### config.mk
export PLATFORM = sky130hd
export DESIGN_NAME = brsq_ctrl
export DESIGN_NICKNAME = d
export VERILOG_FILES = /design/src/rtl/brsq_pkg.sv /design/src/rtl/brsq_resolve.sv /design/src/rtl/brsq_stall_fsm.sv /design/src/rtl/brsq_sat_ctr.sv /design/src/rtl/brsq_ctrl.sv
export SDC_FILE = /design/constraint.sdc
export NUM_CORES = 1
export LEC_CHECK = 0
export CAP_MARGIN = 20
export CORE_MARGIN = 2
export CORE_UTILIZATION = 35
export CTS_CLUSTER_DIAMETER = 100
export DETAILED_ROUTE_END_ITERATION = 16
export HOLD_SLACK_MARGIN = 0.08
export PLACE_DENSITY = 0.68
export SYNTH_ARGS = -nofsm -noshare
export SYNTH_HDL_FRONTEND = slang
export SYNTH_HIERARCHICAL = 1
export SYNTH_SLANG_ARGS = --single-unit
### constraint.sdc
create_clock -name clk -period 4.1 [get_ports clk]
set_clock_uncertainty 0.1 [all_clocks]
set_input_delay 0.82 -clock clk [delete_from_list [all_inputs] [get_ports clk]]
set_output_delay 0.82 -clock clk [all_outputs]
set_load 0.03 [all_outputs]
### src/rtl/brsq_pkg.sv
package brsq_pkg;

    // Stall-mode branch tracking states
    typedef enum logic [1:0] {
        ST_FREE     = 2'd0,
        ST_WAIT_EXE = 2'd1,
        ST_WAIT_MEM = 2'd2
    } brwait_t;

    // Per-cycle pipeline control bundle
    typedef struct packed {
        logic pc_sel;
        logic hold_pc;
        logic hold_fd;
        logic bubble_de;
        logic flush_fd;
        logic flush_de;
        logic flush_em;
    } pipe_ctl_t;

endpackage

### src/rtl/brsq_resolve.sv
module brsq_resolve #(
    parameter int              OP_W      = 3,
    parameter logic [OP_W-1:0] BEQ_CODE  = 3'b100,
    parameter logic [OP_W-1:0] NOOP_CODE = 3'b111
) (
    input  logic [OP_W-1:0] dec_op_i,
    input  logic [OP_W-1:0] exe_op_i,
    input  logic [OP_W-1:0] mem_op_i,
    input  logic            mem_eq_i,
    output logic            taken_o,
    output logic [1:0]      sq_inc_o
);

    logic dec_real;
    logic exe_real;

    always_comb begin
        taken_o  = (mem_op_i == BEQ_CODE) && mem_eq_i;
        dec_real = (dec_op_i != NOOP_CODE);
        exe_real = (exe_op_i != NOOP_CODE);
        if (taken_o) begin
            // the fetch slot always counts as one discarded instruction
            sq_inc_o = 2'd1 + {1'b0, dec_real} + {1'b0, exe_real};
        end else begin
            sq_inc_o = 2'd0;
        end
    end

endmodule

### src/rtl/brsq_stall_fsm.sv
module brsq_stall_fsm
    import brsq_pkg::*;
#(
    parameter int              OP_W     = 3,
    parameter logic [OP_W-1:0] BEQ_CODE = 3'b100
) (
    input  logic            clk,
    input  logic            rst_n,
    input  logic            stall_mode_i,
    input  logic            dh_stall_i,
    input  logic [OP_W-1:0] dec_op_i,
    output logic            pending_o
);

    brwait_t state_q;
    brwait_t state_d;
    logic    start;

    assign start = stall_mode_i && (dec_op_i == BEQ_CODE) && !dh_stall_i;

    always_ff @(posedge clk) begin
        if (!rst_n) state_q <= ST_FREE;
        else        state_q <= state_d;
    end

    always_comb begin
        state_d   = state_q;
        pending_o = 1'b0;
        unique case (state_q)
            ST_FREE: begin
                pending_o = start;
                if (start) state_d = ST_WAIT_EXE;
            end
            ST_WAIT_EXE: begin
                pending_o = 1'b1;
                state_d   = ST_WAIT_MEM;
            end
            ST_WAIT_MEM: begin
                pending_o = 1'b1;
                state_d   = ST_FREE;
            end
            default: begin
                pending_o = 1'b0;
                state_d   = ST_FREE;
            end
        endcase
    end

    // a branch wait always runs to the memory stage before freeing
    p_wait_order_r5: assert property (@(posedge clk) disable iff (!rst_n)
        (state_q == ST_WAIT_EXE) |=> (state_q == ST_WAIT_MEM));

endmodule

### src/rtl/brsq_sat_ctr.sv
module brsq_sat_ctr #(
    parameter int W     = 16,
    parameter int INC_W = 2
) (
    input  logic             clk,
    input  logic             rst_n,
    input  logic [INC_W-1:0] inc_i,
    output logic [W-1:0]     cnt_o
);

    localparam logic [W-1:0] MAX = {W{1'b1}};

    logic [W-1:0] cnt_q;
    logic [W:0]   sum;

    assign sum   = {1'b0, cnt_q} + (W+1)'(inc_i);
    assign cnt_o = cnt_q;

    always_ff @(posedge clk) begin
        if (!rst_n)      cnt_q <= '0;
        else if (sum[W]) cnt_q <= MAX;
        else             cnt_q <= sum[W-1:0];
    end

    // a full counter stays full
    p_sat_hold_r8: assert property (@(posedge clk) disable iff (!rst_n)
        (cnt_q == MAX) |=> (cnt_q == MAX));

    // the count never goes down
    p_no_decrease_r9: assert property (@(posedge clk) disable iff (!rst_n)
        1'b1 |=> (cnt_q >= $past(cnt_q)));

endmodule

### src/rtl/brsq_ctrl.sv
module brsq_ctrl
    import brsq_pkg::*;
#(
    parameter int              OP_W      = 3,
    parameter int              ADDR_W    = 16,
    parameter int              CNT_W     = 16,
    parameter logic [OP_W-1:0] BEQ_CODE  = 3'b100,
    parameter logic [OP_W-1:0] NOOP_CODE = 3'b111
) (
    input  logic              clk,
    input  logic              rst_n,
    input  logic              stall_mode_i,
    input  logic              dh_stall_i,
    input  logic [OP_W-1:0]   dec_op_i,
    input  logic [OP_W-1:0]   exe_op_i,
    input  logic [OP_W-1:0]   mem_op_i,
    input  logic              mem_eq_i,
    input  logic [ADDR_W-1:0] mem_tgt_i,
    output logic              pc_sel_o,
    output logic [ADDR_W-1:0] pc_tgt_o,
    output logic              hold_pc_o,
    output logic              hold_fd_o,
    output logic              bubble_de_o,
    output logic              flush_fd_o,
    output logic              flush_de_o,
    output logic              flush_em_o,
    output logic [CNT_W-1:0]  sq_cnt_o,
    output logic [CNT_W-1:0]  stl_cnt_o
);

    localparam logic [CNT_W-1:0] CNT_MAX = {CNT_W{1'b1}};

    logic       taken;
    logic [1:0] sq_inc;
    logic       pend;
    pipe_ctl_t  ctl;

    brsq_resolve #(
        .OP_W     (OP_W),
        .BEQ_CODE (BEQ_CODE),
        .NOOP_CODE(NOOP_CODE)
    ) u_resolve (
        .dec_op_i(dec_op_i),
        .exe_op_i(exe_op_i),
        .mem_op_i(mem_op_i),
        .mem_eq_i(mem_eq_i),
        .taken_o (taken),
        .sq_inc_o(sq_inc)
    );

    brsq_stall_fsm #(
        .OP_W    (OP_W),
        .BEQ_CODE(BEQ_CODE)
    ) u_fsm (
        .clk         (clk),
        .rst_n       (rst_n),
        .stall_mode_i(stall_mode_i),
        .dh_stall_i  (dh_stall_i),
        .dec_op_i    (dec_op_i),
        .pending_o   (pend)
    );

    brsq_sat_ctr #(.W(CNT_W), .INC_W(2)) u_sq_ctr (
        .clk  (clk),
        .rst_n(rst_n),
        .inc_i(sq_inc),
        .cnt_o(sq_cnt_o)
    );

    brsq_sat_ctr #(.W(CNT_W), .INC_W(2)) u_stl_ctr (
        .clk  (clk),
        .rst_n(rst_n),
        .inc_i({1'b0, pend}),
        .cnt_o(stl_cnt_o)
    );

    // Priority: redirect, then data-hazard stall, then branch wait
    always_comb begin
        ctl = '0;
        if (taken) begin
            ctl.pc_sel   = 1'b1;
            ctl.flush_fd = 1'b1;
            ctl.flush_de = 1'b1;
            ctl.flush_em = 1'b1;
        end else if (dh_stall_i) begin
            ctl.hold_pc   = 1'b1;
            ctl.hold_fd   = 1'b1;
            ctl.bubble_de = 1'b1;
        end else if (pend) begin
            ctl.hold_pc  = 1'b1;
            ctl.flush_fd = 1'b1;
        end
    end

    assign pc_sel_o    = ctl.pc_sel;
    assign pc_tgt_o    = mem_tgt_i;
    assign hold_pc_o   = ctl.hold_pc;
    assign hold_fd_o   = ctl.hold_fd;
    assign bubble_de_o = ctl.bubble_de;
    assign flush_fd_o  = ctl.flush_fd;
    assign flush_de_o  = ctl.flush_de;
    assign flush_em_o  = ctl.flush_em;

    // a redirect never coexists with a freeze
    p_redirect_free_r7: assert property (@(posedge clk) disable iff (!rst_n)
        pc_sel_o |-> (!hold_pc_o && !hold_fd_o && !bubble_de_o));

    // the redirect always comes with the full three-stage squash
    p_flush_set_r2: assert property (@(posedge clk) disable iff (!rst_n)
        pc_sel_o |-> (flush_fd_o && flush_de_o && flush_em_o));

    // the deepest flush only happens on a redirect
    p_deep_flush_r3: assert property (@(posedge clk) disable iff (!rst_n)
        flush_em_o |-> pc_sel_o);

    // a pending branch wait freezes fetch unless it redirects
    p_wait_holds_r5: assert property (@(posedge clk) disable iff (!rst_n)
        (pend && !pc_sel_o) |-> hold_pc_o);

    // each pending cycle adds one stall count
    p_stall_count_r9: assert property (@(posedge clk) disable iff (!rst_n)
        (pend && stl_cnt_o != CNT_MAX) |=> (stl_cnt_o == $past(stl_cnt_o) + 1'b1));

endmodule

== Yosys cells after proc, flatten, opt, wreduce, memory -nomap -nowiden ==
Cells that the tools add are included.

* Register bits after elaboration: 34
* Bits in latches: 0
* RAM bits: 0
* Memory bits (read-only): 0
* Bits of input ports: 30
* Output and inout bits: 55
* Word-level logic and storage cells: 34
* Memories: 0

* Add/subtract/negate cells: 4
* Multiply operators: 0
* Div/mod/pow operators: 0
* Order comparisons: 0
* Equal/unequal tests: 7
* Shift operators: 0
* Multiplexer cells: 14
* Bitwise logic cells: 0
* Reductions and logical operators: 6

{| class="wikitable"
|+ Operator list
! operator !! count
|-
| two-way mux 16 bit || 2
|-
| adder 16 x 1 -> 17 bit || 1
|-
| adder 16 x 2 -> 17 bit || 1
|-
| two-way mux 2 bit || 4
|-
| == test 3 bit, second input constant || 2
|-
| inequality test 3 bit, second input constant || 2
|-
| two-way mux 1 bit || 5
|-
| one-hot mux 2 bit (2 select lines) || 1
|-
| logical AND 1 bit || 3
|-
| two-way mux 3 bit || 1
|-
| adder 1 x 1 -> 2 bit, first input constant || 1
|-
| adder 2 x 1 -> 2 bit || 1
|-
| == test 2 x 1 -> 1 bit, second input constant || 1
|-
| == test 2 bit, second input constant || 1
|-
| zero test 2 bit || 1
|-
| inequality test 2 x 1 -> 1 bit, second input constant || 1
|-
| one-hot mux 1 bit (2 select lines) || 1
|-
| OR reduction 2 bit || 1
|-
| zero test 1 bit || 1
|}

== Longest topological paths before layout ==
Gate-level depths: netlist (run 1).

* Depth in word-level cells: 7
* Depth in mapped cells: 12
* Mapped depth without buffers: 11

== Modules after synthesis ==
Netlist (run 1), hierarchy kept.

{| class="wikitable"
|+ By module, submodules not included
! module !! instances !! cells an instance !! area an instance (µm²) !! sequential area each (µm²)
|-
| brsq_sat_ctr || 2 || 85 || 793.3 || 320.3
|-
| brsq_stall_fsm || 1 || 20 || 175.2 || 40.0
|-
| brsq_ctrl || 1 || 25 || 168.9 || 0.0
|-
| brsq_resolve || 1 || 7 || 68.8 || 0.0
|}

== Least setup slack after synthesis (run 1) ==
Ideal clock, no wire load.

* Kind: input port to flip-flop
* From: in exe_op_i[2]
* To: reg u_sq_ctr.cnt_q[10], in the netlist u_sq_ctr/cnt_o[10]
* Setup time: 0.070 ns
* Data arrival time: 3.000 ns
* Data required time: 3.930 ns
* Slack: 0.930 ns
* Stages: 11
* Buffers on the path: 1
* Cell sequence: and3_1 > ha_1 > nor2_2 > ha_1 > inv_1 > fa_1 > nand3b_2 > nor4_4 > nand3_4 > buf_6 > a21oi_1

* Word-level cells in the longest chain between the ends: 5

{| class="wikitable"
|+ Ends and longest elaborated chain
! element !! RTL line !! RTL
|-
| start, declared || brsq_ctrl.sv:15 || <nowiki>input logic [OP_W-1:0] exe_op_i,</nowiki>
|-
| inequality test 3 bit || brsq_resolve.sv:20 || <nowiki>exe_real = (exe_op_i != NOOP_CODE);</nowiki>
|-
| adder 2 x 1 -> 2 bit || brsq_resolve.sv:23 || <nowiki>sq_inc_o = 2'd1 + {1'b0, dec_real} + {1'b0, exe_real};</nowiki>
|-
| two-way mux 2 bit || brsq_resolve.sv:21 || <nowiki>if (taken_o) begin</nowiki>
|-
| via sq_inc[0] || brsq_ctrl.sv:34 || <nowiki>logic [1:0] sq_inc;</nowiki>
|-
| adder 16 x 2 -> 17 bit || brsq_sat_ctr.sv:16 || <nowiki>assign sum = {1'b0, cnt_q} + (W+1)'(inc_i);</nowiki>
|-
| two-way mux 16 bit || brsq_sat_ctr.sv:21 || <nowiki>else if (sum[W]) cnt_q <= MAX;</nowiki>
|-
| end signal, assigned || brsq_sat_ctr.sv:22 || <nowiki>else cnt_q <= sum[W-1:0];</nowiki>
|-
| end, declared || brsq_sat_ctr.sv:13 || <nowiki>logic [W-1:0] cnt_q;</nowiki>
|}

The timed path passes the listed nets, and every way through them passes these cells.
A chain may end at the register's enable or synchronous reset.

== Final worst setup path (run 1) ==
* From: in dec_op_i[1]
* To: reg u_stl_ctr.cnt_q[1], in the netlist u_stl_ctr/cnt_o[1]

* Word-level cells in the longest chain between the ends: 6

{| class="wikitable"
|+ Ends and longest elaborated chain
! element !! RTL line !! RTL
|-
| start, declared || brsq_ctrl.sv:14 || <nowiki>input logic [OP_W-1:0] dec_op_i,</nowiki>
|-
| == test 3 bit || brsq_stall_fsm.sv:19 || <nowiki>assign start = stall_mode_i && (dec_op_i == BEQ_CODE) && !dh_stall_i;</nowiki>
|-
| logical AND 1 bit (2 in series) || brsq_stall_fsm.sv:19 ||
|-
| one-hot mux 1 bit (2 select lines) || brsq_stall_fsm.sv:29 || <nowiki>unique case (state_q)</nowiki>
|-
| via pend || brsq_ctrl.sv:35 || <nowiki>logic pend;</nowiki>
|-
| adder 16 x 1 -> 17 bit || brsq_sat_ctr.sv:16 ||
|-
| two-way mux 16 bit || brsq_sat_ctr.sv:21 ||
|-
| end signal, assigned || brsq_sat_ctr.sv:22 ||
|-
| end, declared || brsq_sat_ctr.sv:13 ||
|}

The timed path passes the listed nets, and every way through them passes these cells.

==> results of run 1 <==
tightest hold or removal path, cell delays in order, from the launching register on:
cell and delay [ns]:
dfxtp_1 0.33, inv_1 0.08, a21oi_1 0.06
worst max path at each step:
stage	cells after the start	start	endpoint
floorplan	11	exe_op_i[2]	u_sq_ctr/cnt_o[10]$_SDFF_PN0_
global placement	11	dec_op_i[1]	u_stl_ctr/cnt_o[0]$_SDFF_PN0_
detailed placement	11	dec_op_i[1]	u_stl_ctr/cnt_o[1]$_SDFF_PN0_
CTS	11	dec_op_i[1]	u_stl_ctr/cnt_o[1]$_SDFF_PN0_
global route	11	dh_stall_i	u_stl_ctr/cnt_o[10]$_SDFF_PN0_
finish	11	dec_op_i[1]	u_stl_ctr/cnt_o[1]$_SDFF_PN0_
kinds of logic (layout without fill, tap and decap cells):
family,count (synthesis),after routing,synth area share
other cells,1,2,0.001876
flops,34,34,0.3404
simple gates,73,73,0.2491
compound gates,41,41,0.1220
xor+xnor,22,22,0.09637
fa+ha+maj,10,10,0.07009
buf+inv,41,78,0.1201
cells in the final DEF (no fill, tap or decap):
cell type and instances:
ha_1 8, a31oi_1 2, a311oi_1 4, clkdlybuf4s50_1 52, fa_1 2, nand4bb_4 1, nor2_2 2, and3b_1 3
o311ai_2 1, clkbuf_8 5, nand3_2 2, nor2b_1 4, nor3_1 9, nor3b_1 2, bufinv_16 2, clkinv_4 1
nand3_1 5, a21oi_1 31, a21o_1 1, nand3_4 2, nor4_4 2, inv_1 18, xor2_1 4, nand3b_2 2
xnor2_1 18, nor4_1 6, a41oi_1 2, or3b_1 1, nor2_1 10, nand2_1 8, conb_1 2, nand2b_1 1
and2_1 2, nand4_1 5, and3_1 6, dfxtp_1 34
registers in the layout (all words and copies together), names as in the netlist:
register         cells
u_fsm/state_q        2
u_stl_ctr/cnt_o     16
u_sq_ctr/cnt_o      16
through the flow:
stage | setup slack, ns | total power [W]
CTS | 0.4398 | 0.0007854
global placement | 0.2561 | 0.0004140
global route | 0.2536 | 0.0008056
finish | 0.4499 | 0.0007772
floorplan | 0.9300 | 0.0004127
detailed placement | 0.1779 | 0.0004153
final cells by class:
cell class / count / area [um2]
Clock buffer: 5 / 68.82
Multi-Input combinational cell: 148 / 1082
Timing Repair Buffer: 52 / 520.5
Fill cell: 525 / 2928
Sequential cell: 34 / 680.7
Clock inverter: 3 / 68.82
Tap cell: 72 / 90.09
Inverter: 18 / 67.56
power by group through the flow:
stage | Combinational [W] | Sequential, W | Clock, W
2_1_floorplan | 0.0000606 | 0.000352 | 0
3_3_place_gp | 0.0000679 | 0.000346 | 0
3_5_place_dp | 0.0000693 | 0.000346 | 0
4_1_cts | 0.0000698 | 0.000339 | 0.000377
5_1_grt | 0.0000753 | 0.000339 | 0.000391
6_report | 0.0000697 | 0.000339 | 0.000369
per-layer routing:
layer / global-route usage / wire length [um]
met1: 0.1767 / 1881
met2: 0.2487 / 2078
met3: 0.03620 / 236
met4: 0.05345 / 37
met5: 0 / 0
==> impl_results.md, run 1 <==
- Outcome: finished, final reports clean
- Critical path buffer and inverter count: 2
- Logic pwr share: 0.090
- Share of the synthesized area in the top cell type: 0.3404
- Switching Power: 0.0001672 W
- Final setup vio count: 0
- Reg-to-Reg End: u_stl_ctr/cnt_o[1]$_SDFF_PN0_
- Area leader, netlist: dfxtp_1
- Setup TNS Final: 0 ns
- Later-pin clock latency in the skew report: 0.29 ns
- Drt pass-1 iters: 5
- Synth warn: 6
- Final worst-path cycle share: 0.8903
- Die area: 6333 um2
- Hold Startpoint: u_fsm/state_q[0]$_SDFFE_PN0P_
- Synthesized instance count: 222
- Startpoint Class: input port
- Register area share after synthesis: 0.3404
- Initial antenna violation count: 0
- Leak pwr: 0.9183 nW
- Htree depth: 2
- Hold crit path type: register to register
- Post-synth top flop: dfxtp_1
- Net Sw Frac: 0.2152
- Crit-path max FO: 13
- Initial drt markers: 65
- Crit-path cells: clkdlybuf4s50_1 > nor3_1 > a41oi_1 > nor2_1 > ha_1 > inv_1 > fa_1 > nand3b_2 > nor4_4 > nand3_4 > a21oi_1
- Flop pwr share: 0.436
- Final WL: 4234 um
- Root Buffer: clkbuf_8
- Minimum clock period after layout: 3.650 ns
- Hold Path Depth: 2
- Placed insts: 324
- Post-Layout Inst Area: 2579 um2
- Layout cell share with drive strength beyond 1: 0.07692
- FF-to-FF path depth: 11
- Congestion Overflow GR: 0
- FF+latch count, synth: 34
- Final Util: 0.4683
- Post-Synthesis Cell Area: 1999 um2
- Critical Path Slowest Stage Cell: nor4_4
- Synth cell count leaders: dfxtp_1 (34), a21oi_1 (31), buf_4 (19)
- Die Y-Extent: 79.58 um
- First-pass GRT wire length: 7389 um
- Setup crit end kind: register
- Reg2reg start: u_fsm/state_q[1]$_SDFFE_PN0P_
- Initial Util: 0.3631
- Num rows: 27
- Synthesized area per cell: 9.006 um2
- Total GRT Usage: 0.1459
- Power density cells: 301.4 nW/um2
- Number of global-route vias before repair: 1637
- Layout net count: 299
- Die W: 79.58 um
- Crit path required time: 4.21 ns
- CTS tree: built
- Post-CTS Resized: 0
- Peak supply drop: 0.2991 mV
- Clock Path Buffers: 2
- Cell Count, Final, Fillers Out: 332
- Worst hold-check slack: 0.4130 ns
- Area of the core: 5507 um2
- P&R area growth vs syn: 28.97%
- Worst relative slew slack: 0.6246
- Post-CTS Setup Inserts: 0
- Reg clk slew, reported paths: 0.07 ns
- # DRC: 0
- Ports: 85
- Max Freq: 0.2740 GHz
- Total clock sinks: 34
- Critical path arrival: 3.76 ns
- Clock group share of total power: 0.475
- Dpl hpwl: 3076 um
- Post-synth cell types: 35
- Internal power: 0.0006100 W
- Top post-synthesis cells by area: dfxtp_1 (34%), xnor2_1 (7.9%), a21oi_1 (7.8%)
- Slew of the pin with the lowest slew margin: 0.5630 ns
- Unrepaired setup endpoints after global routing: false
- Async set or reset register ratio after synthesis: 0
- Delay of the slowest critical-path stage: 0.44 ns
- Crit Path Class: input port to register
- Final antenna-violating net count: 0
- Pin count of the biggest net entering global routing: 17
- R2r setup slk: 1.05 ns
- Vias: 1636
- Area post-placement: 2441 um2
- CTS Hold Buffers Added: 0
- Hold-critical path endpoint: u_fsm/state_q[0]$_SDFFE_PN0P_
- Final Hold Viols: 0
- GPL Wtd Cong: 0.8017
- Most frequent cell after synthesis: dfxtp_1
- IO buf count: 52
- Wirelength per Cell: 12.75 um
- Max-cap violations: 0
- CP top delay family: simple AND/OR/NAND/NOR gates
- Number of synthesized flops with an enable pin: 0
- Vias per cell: 4.928
- Final Max Tran Viols: 0
- CTS buffer count: 5
- Ant. Diodes: 0
No activity file was read; power rests on OpenSTA's default activity.
==> run 2, diff against run 1 <==
Settings changed: SKIP_LAST_GASP set to 1.
==> results of run 2 <==
Same layout as run 1: the final DEF is identical, and so are final timing and power.
==> run 3, diff against run 2 <==
Settings changed: PLACE_DENSITY 0.68 to 0.71.
Clock period 4.1 ns to 3.2 ns, I/O delays scaled along.
==> run 3 against run 2 <==
  * Cell count is 4.8% higher
  * Sequential share of layout area is 1.3 points lower
  * Total power is 11% higher
  * Combinational power is 33% higher
  * First-iteration DRC count is 15% lower
  * Flip-flop and latch count stayed put
  * Clock power is 10% lower
  * Critical path depth is 1 higher
  * Utilization is 2.5 points higher
  * Sequential power is 28% higher
  * Hold slack worse by 0.0050 ns
  * Global-route usage is 0.65 points higher
  * Critical endpoint is now u_sq_ctr/cnt_o[14]$_SDFF_PN0_
  * Largest cell class unchanged
==> impl_results.md, run 3 (synthesis gave the netlist of run 1 again) <==
- CP dominant cell by count: ha_1
- GPL Wtd Cong: 0.7963 (-0.67%)
- Delay of the slowest critical-path stage: 0.42 ns (-0.02 ns)
- CTS buffer count: 5 (unchanged)
- Critical path arrival: 3.16 ns (-0.60 ns)
- Initial drt markers: 55 (-15%)
- Critical path buffer and inverter count: 3 (+1)
- Setup TNS Final: 0 ns (unchanged)
- Leak pwr: 1.020 nW (+11%)
- CTS tree: built
- # DRC: 0 (unchanged)
- Total clock sinks: 34 (unchanged)
- Root Buffer: clkbuf_8
- Final worst-path cycle share: 0.9576
- CP Launch Point: dec_op_i[2]
- Most common cell after layout, fill and taps aside: clkdlybuf4s50_1
- Vias: 1754 (+7.2%)
- Power density cells: 316.6 nW/um2 (+5.0%)
- Reg2reg start: u_fsm/state_q[1]$_SDFFE_PN0P_
- Setup crit end kind: register
- Overall power: 0.0008591 W (+11%)
- Vias per cell: 5.040 (+2.3%)
- Layout cell share with drive strength beyond 1: 0.1558 (+0.07887)
- Wirelength per Cell: 13.06 um (+2.4%)
- Total GRT Usage: 0.1524 (+0.006528)
- Max-cap violations: 0 (unchanged)
- Critical Path Slowest Stage Cell: clkdlybuf4s50_1
- Final Max Tran Viols: 0 (unchanged)
- R2r setup slk: 0.63 ns (-0.42 ns)
- Initial Util: 0.3631 (unchanged)
- Minimum clock period after layout: 3.064 ns
- First-pass GRT wire length: 7617 um (+3.1%)
- CTS Hold Buffers Added: 0 (unchanged)
- Max Freq: 0.3264 GHz
- Final setup vio count: 0 (unchanged)
- Htree depth: 2 (unchanged)
- Hold crit path type: register to register
- Ports: 85 (unchanged)
- Worst relative slew slack: 0.6635 (+0.03884)
- Die area: 6333 um2 (unchanged)
- Die W: 79.58 um (unchanged)
- Num rows: 27 (unchanged)
- Startpoint Class: input port
- IO buf count: 52 (unchanged)
- Outcome: finished, final reports clean
- Initial antenna violation count: 0 (unchanged)
- Most frequent cells in the layout: clkdlybuf4s50_1 (48), dfxtp_1 (34), a21oi_1 (30)
- P&R area growth vs syn: 35.73%
- Clock Path Buffers: 2 (unchanged)
- Slew of the pin with the lowest slew margin: 0.5042 ns (-0.05882 ns)
- Crit-path max FO: 5 (-8)
- Pin count of the biggest net entering global routing: 17 (unchanged)
- CP top delay family: adder cells
- Drt pass-1 iters: 4 (-1)
- Final Hold Viols: 0 (unchanged)
- Crit Path Class: input port to register
- Unrepaired setup endpoints after global routing: false
- Reg clk slew, reported paths: 0.07 ns (about the same)
- Hold Startpoint: u_fsm/state_q[0]$_SDFFE_PN0P_
- Dpl hpwl: 3167 um (+2.9%)
- Congestion Overflow GR: 0 (unchanged)
- Crit path required time: 3.29 ns (-0.92 ns)
- Final WL: 4546 um (+7.4%)
- Layout net count: 315 (+5.4%)
- Die Y-Extent: 79.58 um (unchanged)
- Area of the core: 5507 um2 (unchanged)
- Final antenna-violating net count: 0 (unchanged)
- Ant. Diodes: 0 (unchanged)
- Peak supply drop: 0.2473 mV (-17%)
- Later-pin clock latency in the skew report: 0.29 ns (about the same)
- Number of global-route vias before repair: 1715 (+4.8%)
- Crit-path cells: clkdlybuf4s50_1 > and3_1 > ha_1 > nor2_2 > ha_1 > inv_1 > fa_2 > nand3b_4 > nor4_4 > buf_4 > a21oi_1 > a311oi_1
- Final Util: 0.4928 (+0.02454)
run 3: path summary, 6_finish.rpt:
check        cells past startpoint                        endpoint
max                             12   u_sq_ctr/cnt_o[14]$_SDFF_PN0_
min                              2   u_fsm/state_q[0]$_SDFFE_PN0P_
max reg2reg                     12  u_stl_ctr/cnt_o[10]$_SDFF_PN0_
min reg2reg                      2   u_fsm/state_q[0]$_SDFFE_PN0P_
run 3: power breakdown:
part           switching, W  leakage [nW]  internal [W]
combinational     0.0000480         0.698     0.0000450
clock              0.000159        0.0472      0.000173
sequential       0.00000658         0.274      0.000428
total              0.000213          1.02      0.000646
run 3: tightest hold or removal path, cell delays in order (launching register included):
cell     delay (ns)
dfxtp_1        0.33
inv_1          0.08
a21oi_1        0.06
run 3: timing repair:
item | 4_1_cts | 5_1_grt
gates cloned | 1 | 1
pin swaps | 3 | 7
gates resized for setup | 0 | 12
endpoints found under the setup margin | 17 | 30
buffers inserted | 2 | 1
run 3: layer usage:
layer,part of all wire,track usage
met1,0.44,0.1762
met2,0.50,0.2588
met3,0.055,0.05317
met4,0.0084,0.05517
met5,0,0
run 3: final cells by class:
| type | instances | area (um2) |
|---|---|---|
| inverters | 18 | 67.56 |
| clock inverters | 2 | 12.51 |
| well taps | 72 | 90.09 |
| flip-flops and latches | 34 | 680.7 |
| clock buffers | 6 | 82.58 |
| fillers | 511 | 2793 |
| multi-input cells | 150 | 1151 |
| repair buffers | 66 | 629.4 |
run 3: stage by stage:
step	cell area [um2]	hold WS, ns	setup WS [ns]	instances
2_1_floorplan	2003	0.3685	0.2100	223
3_3_place_gp	2519	0.3909	-0.3073	335
3_5_place_dp	2519	0.4053	-0.3774	335
4_1_cts	2639	0.4135	-0.008230	346
5_1_grt	2714	0.4376	0.006833	348
6_report	2714	0.4079	0.1358	348
